[src/rtl/ulpi_ta_pkg.sv]
package ulpi_ta_pkg;
  typedef enum logic [1:0] {
    TX_IDLE  = 2'd0,
    TX_SEND  = 2'd1,
    TX_STOP  = 2'd2,
    TX_DRAIN = 2'd3
  } tx_state_e;
endpackage

[src/rtl/ulpi_dly_clamp.sv]
module ulpi_dly_clamp #(
  parameter int CW   = 4,
  parameter int DMIN = 1,
  parameter int DMAX = 14
) (
  input  logic [CW-1:0] cfg,
  output logic [CW-1:0] eff,
  output logic          clamped
);
  localparam logic [CW-1:0] LO = CW'(DMIN);
  localparam logic [CW-1:0] HI = CW'(DMAX);

  always_comb begin
    if (cfg < LO) begin
      eff     = LO;
      clamped = 1'b1;
    end else if (cfg > HI) begin
      eff     = HI;
      clamped = 1'b1;
    end else begin
      eff     = cfg;
      clamped = 1'b0;
    end
  end
endmodule

[src/rtl/ulpi_holdoff.sv]
module ulpi_holdoff #(
  parameter int CW = 4
) (
  input  logic          clk,
  input  logic          rst,
  input  logic          dir,
  input  logic [CW-1:0] eff,
  output logic          bus_free,
  output logic          hold_done
);
  logic          dir_q;
  logic [CW-1:0] cnt;

  // Count starts at the first edge that sees the bus handed back.
  always_ff @(posedge clk) begin
    if (rst) begin
      dir_q <= dir;
      cnt   <= '0;
    end else begin
      dir_q <= dir;
      if (dir_q && !dir)
        cnt <= eff;
      else if (cnt != '0)
        cnt <= cnt - CW'(1);
    end
  end

  assign bus_free  = !dir && !dir_q;
  assign hold_done = (cnt == '0);
endmodule

[src/rtl/ulpi_rx_capture.sv]
module ulpi_rx_capture #(
  parameter int DW = 4
) (
  input  logic          clk,
  input  logic          rst,
  input  logic          dir,
  input  logic [DW-1:0] data_i,
  output logic          rx_valid,
  output logic [DW-1:0] rx_data
);
  logic dir_q;
  logic owned;

  assign owned = dir && dir_q;

  always_ff @(posedge clk) begin
    if (rst) begin
      dir_q    <= 1'b0;
      rx_valid <= 1'b0;
      rx_data  <= '0;
    end else begin
      dir_q    <= dir;
      rx_valid <= owned;
      if (owned)
        rx_data <= data_i;
    end
  end
endmodule

[src/rtl/ulpi_tx_fsm.sv]
module ulpi_tx_fsm
  import ulpi_ta_pkg::*;
#(
  parameter int DW = 4
) (
  input  logic          clk,
  input  logic          rst,
  input  logic          dir,
  input  logic          nxt,
  input  logic          bus_free,
  input  logic          hold_done,
  input  logic          tx_valid,
  input  logic [DW-1:0] tx_data,
  input  logic          tx_last,
  output logic          tx_ready,
  output logic          tx_abort,
  output logic [DW-1:0] data_o,
  output logic          stp
);
  tx_state_e st, st_nx;
  logic      take;

  always_comb begin
    tx_ready = 1'b0;
    data_o   = '0;
    stp      = 1'b0;
    case (st)
      TX_SEND: begin
        tx_ready = nxt && !dir;
        data_o   = tx_data;
      end
      TX_STOP:  stp      = 1'b1;
      TX_DRAIN: tx_ready = 1'b1;
      default: ;
    endcase
  end

  assign take = tx_valid && tx_ready;

  always_comb begin
    st_nx = st;
    case (st)
      TX_IDLE:
        if (tx_valid && bus_free && hold_done) st_nx = TX_SEND;
      TX_SEND:
        if (dir)                  st_nx = TX_DRAIN;
        else if (take && tx_last) st_nx = TX_STOP;
      TX_STOP:
        st_nx = TX_IDLE;
      TX_DRAIN:
        if (take && tx_last)      st_nx = TX_IDLE;
      default:
        st_nx = TX_IDLE;
    endcase
  end

  always_ff @(posedge clk) begin
    if (rst) begin
      st       <= TX_IDLE;
      tx_abort <= 1'b0;
    end else begin
      st       <= st_nx;
      tx_abort <= (st == TX_SEND) && dir;
    end
  end
endmodule

[src/rtl/ulpi_ta_seq.sv]
module ulpi_ta_seq #(
  parameter int DW   = 4,
  parameter int CW   = 4,
  parameter int DMIN = 1,
  parameter int DMAX = 14
) (
  input  logic          clk,
  input  logic          rst,
  input  logic          ulpi_dir,
  input  logic          ulpi_nxt,
  input  logic [DW-1:0] ulpi_data_i,
  output logic [DW-1:0] ulpi_data_o,
  output logic          ulpi_data_oe,
  output logic          ulpi_stp,
  input  logic [CW-1:0] dly_cfg,
  output logic          dly_clamped,
  input  logic          tx_valid,
  output logic          tx_ready,
  input  logic [DW-1:0] tx_data,
  input  logic          tx_last,
  output logic          tx_abort,
  output logic          rx_valid,
  output logic [DW-1:0] rx_data
);
  logic [CW-1:0] dly_eff;
  logic          bus_free;
  logic          hold_done;

  ulpi_dly_clamp #(.CW(CW), .DMIN(DMIN), .DMAX(DMAX)) u_clamp (
    .cfg     (dly_cfg),
    .eff     (dly_eff),
    .clamped (dly_clamped)
  );

  ulpi_holdoff #(.CW(CW)) u_hold (
    .clk       (clk),
    .rst       (rst),
    .dir       (ulpi_dir),
    .eff       (dly_eff),
    .bus_free  (bus_free),
    .hold_done (hold_done)
  );

  ulpi_rx_capture #(.DW(DW)) u_rx (
    .clk      (clk),
    .rst      (rst),
    .dir      (ulpi_dir),
    .data_i   (ulpi_data_i),
    .rx_valid (rx_valid),
    .rx_data  (rx_data)
  );

  ulpi_tx_fsm #(.DW(DW)) u_tx (
    .clk       (clk),
    .rst       (rst),
    .dir       (ulpi_dir),
    .nxt       (ulpi_nxt),
    .bus_free  (bus_free),
    .hold_done (hold_done),
    .tx_valid  (tx_valid),
    .tx_data   (tx_data),
    .tx_last   (tx_last),
    .tx_ready  (tx_ready),
    .tx_abort  (tx_abort),
    .data_o    (ulpi_data_o),
    .stp       (ulpi_stp)
  );

  assign ulpi_data_oe = bus_free;
endmodule

[config.mk]
export PLATFORM = sky130hd
export DESIGN_NAME = ulpi_ta_seq
export DESIGN_NICKNAME = d
export VERILOG_FILES = /design/src/rtl/ulpi_ta_pkg.sv /design/src/rtl/ulpi_dly_clamp.sv /design/src/rtl/ulpi_holdoff.sv /design/src/rtl/ulpi_rx_capture.sv /design/src/rtl/ulpi_tx_fsm.sv /design/src/rtl/ulpi_ta_seq.sv
export SDC_FILE = /design/constraint.sdc
export NUM_CORES = 1
export LEC_CHECK = 0
export CELL_PAD_IN_SITES_DETAIL_PLACEMENT = 0
export CELL_PAD_IN_SITES_GLOBAL_PLACEMENT = 1
export CORE_MARGIN = 1.5
export CORE_UTILIZATION = 25
export DETAILED_ROUTE_END_ITERATION = 7
export GPL_TIMING_DRIVEN = 0
export PLACE_DENSITY = 0.69
export SLEW_MARGIN = 0
export SYNTH_ARGS = -nofsm -noshare
export SYNTH_HDL_FRONTEND = slang
export SYNTH_SLANG_ARGS = --single-unit
[constraint.sdc]
create_clock -name clk -period 1.4 [get_ports clk]
set_input_delay 0.14 -clock clk [delete_from_list [all_inputs] [get_ports clk]]
set_output_delay 0.14 -clock clk [all_outputs]
set_load 0.005 [all_outputs]
Yosys cells after proc, flatten, opt, wreduce, memory -nomap -nowiden --
Cells that the tools add are included.
Storage, ports and cells: flip-flop bits (word level) 14, output and inout bits 14
Operators by class: reduce and logical (&&, ||, !) cells 16, add/sub/neg operators 1, order comparisons 2, equal/unequal tests 6, multiplexer cells 14
Operators by type and width (count):
- 4-bit two-way mux | 5
- 1-bit logical AND | 9
- 2-bit two-way mux | 4
- 2-bit one-hot mux with 4 select lines | 1
- 2-bit == test (second input constant) | 2
- 4-bit > comparator (second input constant) | 1
- 4-bit logical NOT | 1
- 4-bit by 1-bit < comparator with 1-bit output (second input constant) | 1
- 2-bit by 1-bit inequality test with 1-bit output (second input constant) | 2
- 4-bit nonzero test | 1
- 4-bit by 1-bit subtractor with 4-bit output (second input constant) | 1
- 1-bit two-way mux | 3
- 3-bit by 2-bit inequality test with 1-bit output (second input constant) | 1
- 3-bit AND reduction | 1
- 2-bit by 1-bit == test with 1-bit output (second input constant) | 1
- 1-bit logical NOT | 2
- 2-bit logical NOT | 1
- 1-bit one-hot mux with 2 select lines | 1
- 2-bit nonzero test | 1

Logic depth before layout (Yosys ltp) --
depth after elaboration 8, mapped depth 5

By module --
A second synthesis with hierarchy kept.
Unflattened totals: cell total of the unflattened synthesis 82, area total of the unflattened synthesis 765.7 sq um
By module, submodules not included:
- ulpi_holdoff | area an instance 275.3 sq um, instances 1, cells an instance 28
- ulpi_rx_capture | area an instance 230.2 sq um, instances 1, cells an instance 23
- ulpi_tx_fsm | area an instance 207.7 sq um, instances 1, cells an instance 22
- ulpi_dly_clamp | area an instance 52.6 sq um, instances 1, cells an instance 9

Worst setup path after synthesis --
OpenSTA, ideal clock, no wires.
path kind register to register, start point register u_hold.cnt[0], end point register u_hold.cnt[1], period minus slack after synthesis 1369 ps, setup slack 31 ps, cell stages (with the launch flop) 6, arrival time 1282 ps, cell sequence dfxtp_1 -> inv_1 -> ha_1 -> nor3b_4 -> mux2_2 -> o31ai_1
On the way: cells in the longest elaborated chain, start to end 3, elaborated cells on any way between the ends 5, those cells by class add/sub: 1; mux: 2; reduce/logical: 2
RTL lines:
- from (decl) | RTL line ulpi_holdoff.sv:12 | logic [CW-1:0] cnt;
- from (signal assigned) | RTL line ulpi_holdoff.sv:24 | cnt <= cnt - CW'(1);
- 4-bit by 1-bit subtractor with 4-bit output | RTL line ulpi_holdoff.sv:24
- 4-bit two-way mux | RTL line ulpi_holdoff.sv:23 | else if (cnt != '0)
- 4-bit two-way mux | RTL line ulpi_holdoff.sv:21 | if (dir_q && !dir)
Several ways; a longest one is shown, not always the timed one. The select of a mux whose other input is x is not followed. A chain may end at the register's enable or synchronous reset.

Final worst setup path --
start point register u_hold.cnt[0], end point register u_tx.st[0]
On the way: cells in the longest elaborated chain, start to end 4
RTL lines:
- 4-bit logical NOT | RTL line ulpi_holdoff.sv:29 | assign hold_done = (cnt == '0);
- 1-bit logical AND | RTL line ulpi_tx_fsm.sv:44 | if (tx_valid && bus_free && hold_done) st_nx = TX_SEND;
- 2-bit by 1-bit inequality test with 1-bit output (no source line)
- 3-bit AND reduction (no source line)
- to (signal assigned) | RTL line ulpi_tx_fsm.sv:62 | st <= st_nx;
- to (decl) | RTL line ulpi_tx_fsm.sv:20 | tx_state_e st, st_nx;
No other way between the ends.

==> impl_metrics.ini <==
[clock_network]
cts.sinks = 14
cts_hold_repair.buffers = 0
root_buffer_selected_by_cts = sky130_fd_sc_hd__clkbuf_4
clk_lat_worst_skew_ns = 0.27
tritoncts = yes
clockBufferDepth = 2
path_clk_slew_ns = 0.09
numCtsBuffers = 3
ctsHtreeMaxLevel = 1

[critical_path]
worst-path-max-fanout = 4
cp_cell_sequence = inv_2 -> ha_4 -> nor3b_4 -> buf_4 -> a41oi_2 -> a311oi_2
worst_ep_arrival_time_ns = 1.62
critical_path_required_ns = 1.58
crit_path_max_incr_delay_ns = 0.33
timing.setup.critical_path_class = reg2reg
setup.worst_path.start_class = register
end_kind = register
slowest_stage_cell_on_the_critical_path = sky130_fd_sc_hd__dfxtp_2

[grt]
grt_pass1_wl_mm = 2.677
grt_antenna_before_repair = 0
grt.total_usage_pct = 12.67
overflow = 0
first_global_vias = 646
largest_net_degree_at_the_start_of_global_routing = 11

[floorplanning]
ios = 32
fp.dieH_um = 54.41
floorplan.core_area_sq_um = 2500
die_area_sq_um = 2960
num_rows = 18
die_width_um = 54.41
initial_utilization_pct = 26.43

[pwr]
sw_frac_of_total_pct = 28.50
leak_pwr_nw = 0.4614
switchingPower_uw = 396.5
max-vdd-ir-drop_v = 0.0007228
pwr-share-clk_pct = 20.7
p_int_uw = 994.9
seqPwrFrac_pct = 36.6
power_density_nw_per_um2 = 1229
power_frac_comb_pct = 42.6

[timing]
layout_setup_ws_ns = -0.04168
final_hold_viol_count = 0
final.hold.worst_slack_ns = 0.1938
timing.final.setup_violations = 1
clock-skew-final_ns = 0.001376
grt_setup_unrepaired = true
max_freq_mhz = 693.6
max-slew-margin-rel_pct = 82.43
worst-slew-pin-transition_ns = 0.2633
period_share_pct = 103.0
period_minus_ws_final_ns = 1.442
timing.final.max_slew_violations = 0

[routing]
drtPass1Iterations = 2
vias = 662
drtIter0Drc = 7
postRouteAntennaNets = 0
post_drt_via_cell_ratio = 4.629
wl_mm = 1.633
post-route-drc-count = 0
post_drt_wl_per_cell_um = 11.42

[synth]
count_of_mapped_cells_out_of_synthesis = 73
yosysSeqAreaShare_pct = 42.42
synth_area_sq_um = 660.6
yosys_warnings = 0
synth_fp_nets = 92
synth_cell_type_count = 27
postSynthRegisterBits = 14
postSynthAreaPerCell_sq_um = 9.050

[final_layout]
commonest_non_fill_non_tap_cells_in_the_layout = 21 x sky130_fd_sc_hd__clkdlybuf4s50_1, 10 x sky130_fd_sc_hd__dfxtp_1, 9 x sky130_fd_sc_hd__dlygate4sd2_1
num_antenna_cells = 0
postLayoutCellArea_sq_um = 1132
final_nets = 133
num-fill-cells = 254
post_route_cells_drive_above_1_share_pct = 23.89
most_common_library_cell_in_the_layout_ignoring_fill_and_taps = sky130_fd_sc_hd__clkdlybuf4s50_1
area.growth.synth_to_final_pct = 71.40

[place]
placed_cell_area_sq_um = 1008
port_buffers = 31
place.detailed.hpwl_mm = 1.181
post-place-ws_ns = -0.2942
gp_congestion = 0.6578

[status]
outcome = finished with violations
failed_checks = negative setup slack

[flow_run]
drv_cap = 0

[hold_path]
hold_path_class = in2reg
[power by group through the flow]
stage | clock network, mW | registers, mW | logic (mW)
finish | 0.289 | 0.510 | 0.593
global route | 0.319 | 0.519 | 0.654
CTS | 0.304 | 0.506 | 0.526
detailed placement | 0 | 0.508 | 0.416
global placement | 0 | 0.508 | 0.411
floorplan | 0 | 0.499 | 0.286
[metrics by stage]
stage	utilization, %	power (mW)	setup TNS, ns	std cells
after CTS	43.69	1.337	-0.03930	140
after floorplan	-	0.7859	0	73
after detailed placement	40.34	0.9237	-1.017	134
after global placement	40.34	0.9189	-1.011	134
final	45.30	1.391	-0.04168	143
after global routing	45.30	1.492	-0.2392	143
[critical path, delay by kind of cell, from the launching register on]
| family | cells | cell delay [ns] |
|---|---|---|
| AND/OR/NAND/NOR | 1 | 0.27 |
| flip-flops | 1 | 0.33 |
| buffers and inverters | 2 | 0.25 |
| adder cells (fa/ha/maj) | 1 | 0.13 |
| AO/OA/AOI/OAI | 2 | 0.37 |
[cells in the mapped netlist]
cell type | count | share of area (%)
sky130_fd_sc_hd__a31oi_1 | 1 | 0.95
sky130_fd_sc_hd__nor2b_1 | 3 | 2.8
sky130_fd_sc_hd__mux2_2 | 1 | 1.7
sky130_fd_sc_hd__a41oi_1 | 1 | 1.3
sky130_fd_sc_hd__dfxtp_1 | 14 | 42
sky130_fd_sc_hd__a21boi_0 | 1 | 1.1
sky130_fd_sc_hd__xnor2_1 | 2 | 2.7
sky130_fd_sc_hd__nand2_1 | 6 | 3.4
sky130_fd_sc_hd__nor3b_4 | 1 | 2.8
sky130_fd_sc_hd__a311oi_1 | 3 | 4.0
sky130_fd_sc_hd__o31ai_1 | 1 | 1.1
sky130_fd_sc_hd__nor3_1 | 1 | 0.76
sky130_fd_sc_hd__buf_6 | 1 | 1.7
sky130_fd_sc_hd__and3_1 | 1 | 0.95
sky130_fd_sc_hd__nand3b_1 | 1 | 1.1
sky130_fd_sc_hd__o21bai_1 | 1 | 1.1
sky130_fd_sc_hd__o41ai_1 | 2 | 2.7
sky130_fd_sc_hd__inv_1 | 4 | 2.3
sky130_fd_sc_hd__nand3_1 | 6 | 4.5
sky130_fd_sc_hd__nand2b_1 | 3 | 2.8
sky130_fd_sc_hd__buf_2 | 1 | 0.76
sky130_fd_sc_hd__ha_1 | 1 | 1.9
sky130_fd_sc_hd__a221oi_2 | 1 | 2.3
sky130_fd_sc_hd__and2_1 | 6 | 5.7
sky130_fd_sc_hd__nor2_1 | 4 | 2.3
sky130_fd_sc_hd__a21oi_1 | 5 | 3.8
sky130_fd_sc_hd__nand4_1 | 1 | 0.95
[path summary, 6_finish.rpt]
kind	from	endpoint	slack, ns	depth (start not counted)
min reg2reg	u_rx.rx_data[0]	u_rx.rx_data[0]	0.46	2
max reg2reg	u_hold.cnt[0]	u_tx.st[0]	-0.04	6
max	u_hold.cnt[0]	u_tx.st[0]	-0.04	6
min	dly_cfg[1]	u_hold.cnt[1]	0.19	3
[cell type report]
| cell class | instances | area, sq um | area share, % |
|---|---|---|---|
| sequential | 14 | 287.8 | 25.41 |
| tap | 30 | 37.54 | 3.315 |
| inverter | 4 | 15.01 | 1.326 |
| clock buffer | 4 | 36.28 | 3.204 |
| timing repair buffer | 36 | 339.1 | 29.94 |
| buffer | 2 | 16.27 | 1.436 |
| multi-input combinational | 53 | 400.4 | 35.36 |
[flip-flops by register name (all words and copies together) (netlist names)]
name,count
u_tx.tx_abort,1
u_tx.st,2
u_rx.dir_q,1
u_hold.cnt,4
u_rx.rx_valid,1
u_rx.rx_data,4
u_hold.dir_q,1
[logic make-up (layout without fill, tap and decap cells)]
logic type	count (synthesis)	after routing	share of synthesized area, %
simple gates	33	33	28.22
compound gates	16	16	18.37
flops	14	14	42.42
buf+inv	6	46	4.733
xor+xnor	2	2	2.652
fa+ha+maj	1	1	1.894
mux	1	1	1.704
[metal layers]
layer / GRT usage, % / vias to the layer above / routed length [um]
li1: - / 345 / -
met1: 16.33 / 297 / 755
met2: 18.88 / 18 / 773
met3: 4.098 / 2 / 88
met4: 6.250 / 0 / 15
met5: 0 / - / 0
[timing repair]
| item | CTS | global route |
|---|---|---|
| setup endpoints to repair | 9 | 5 |
| pin swaps | 3 | 4 |
| setup buffers | 2 | 3 |
| resized for setup | 24 | 4 |
Power figures use the tool's default switching activity.
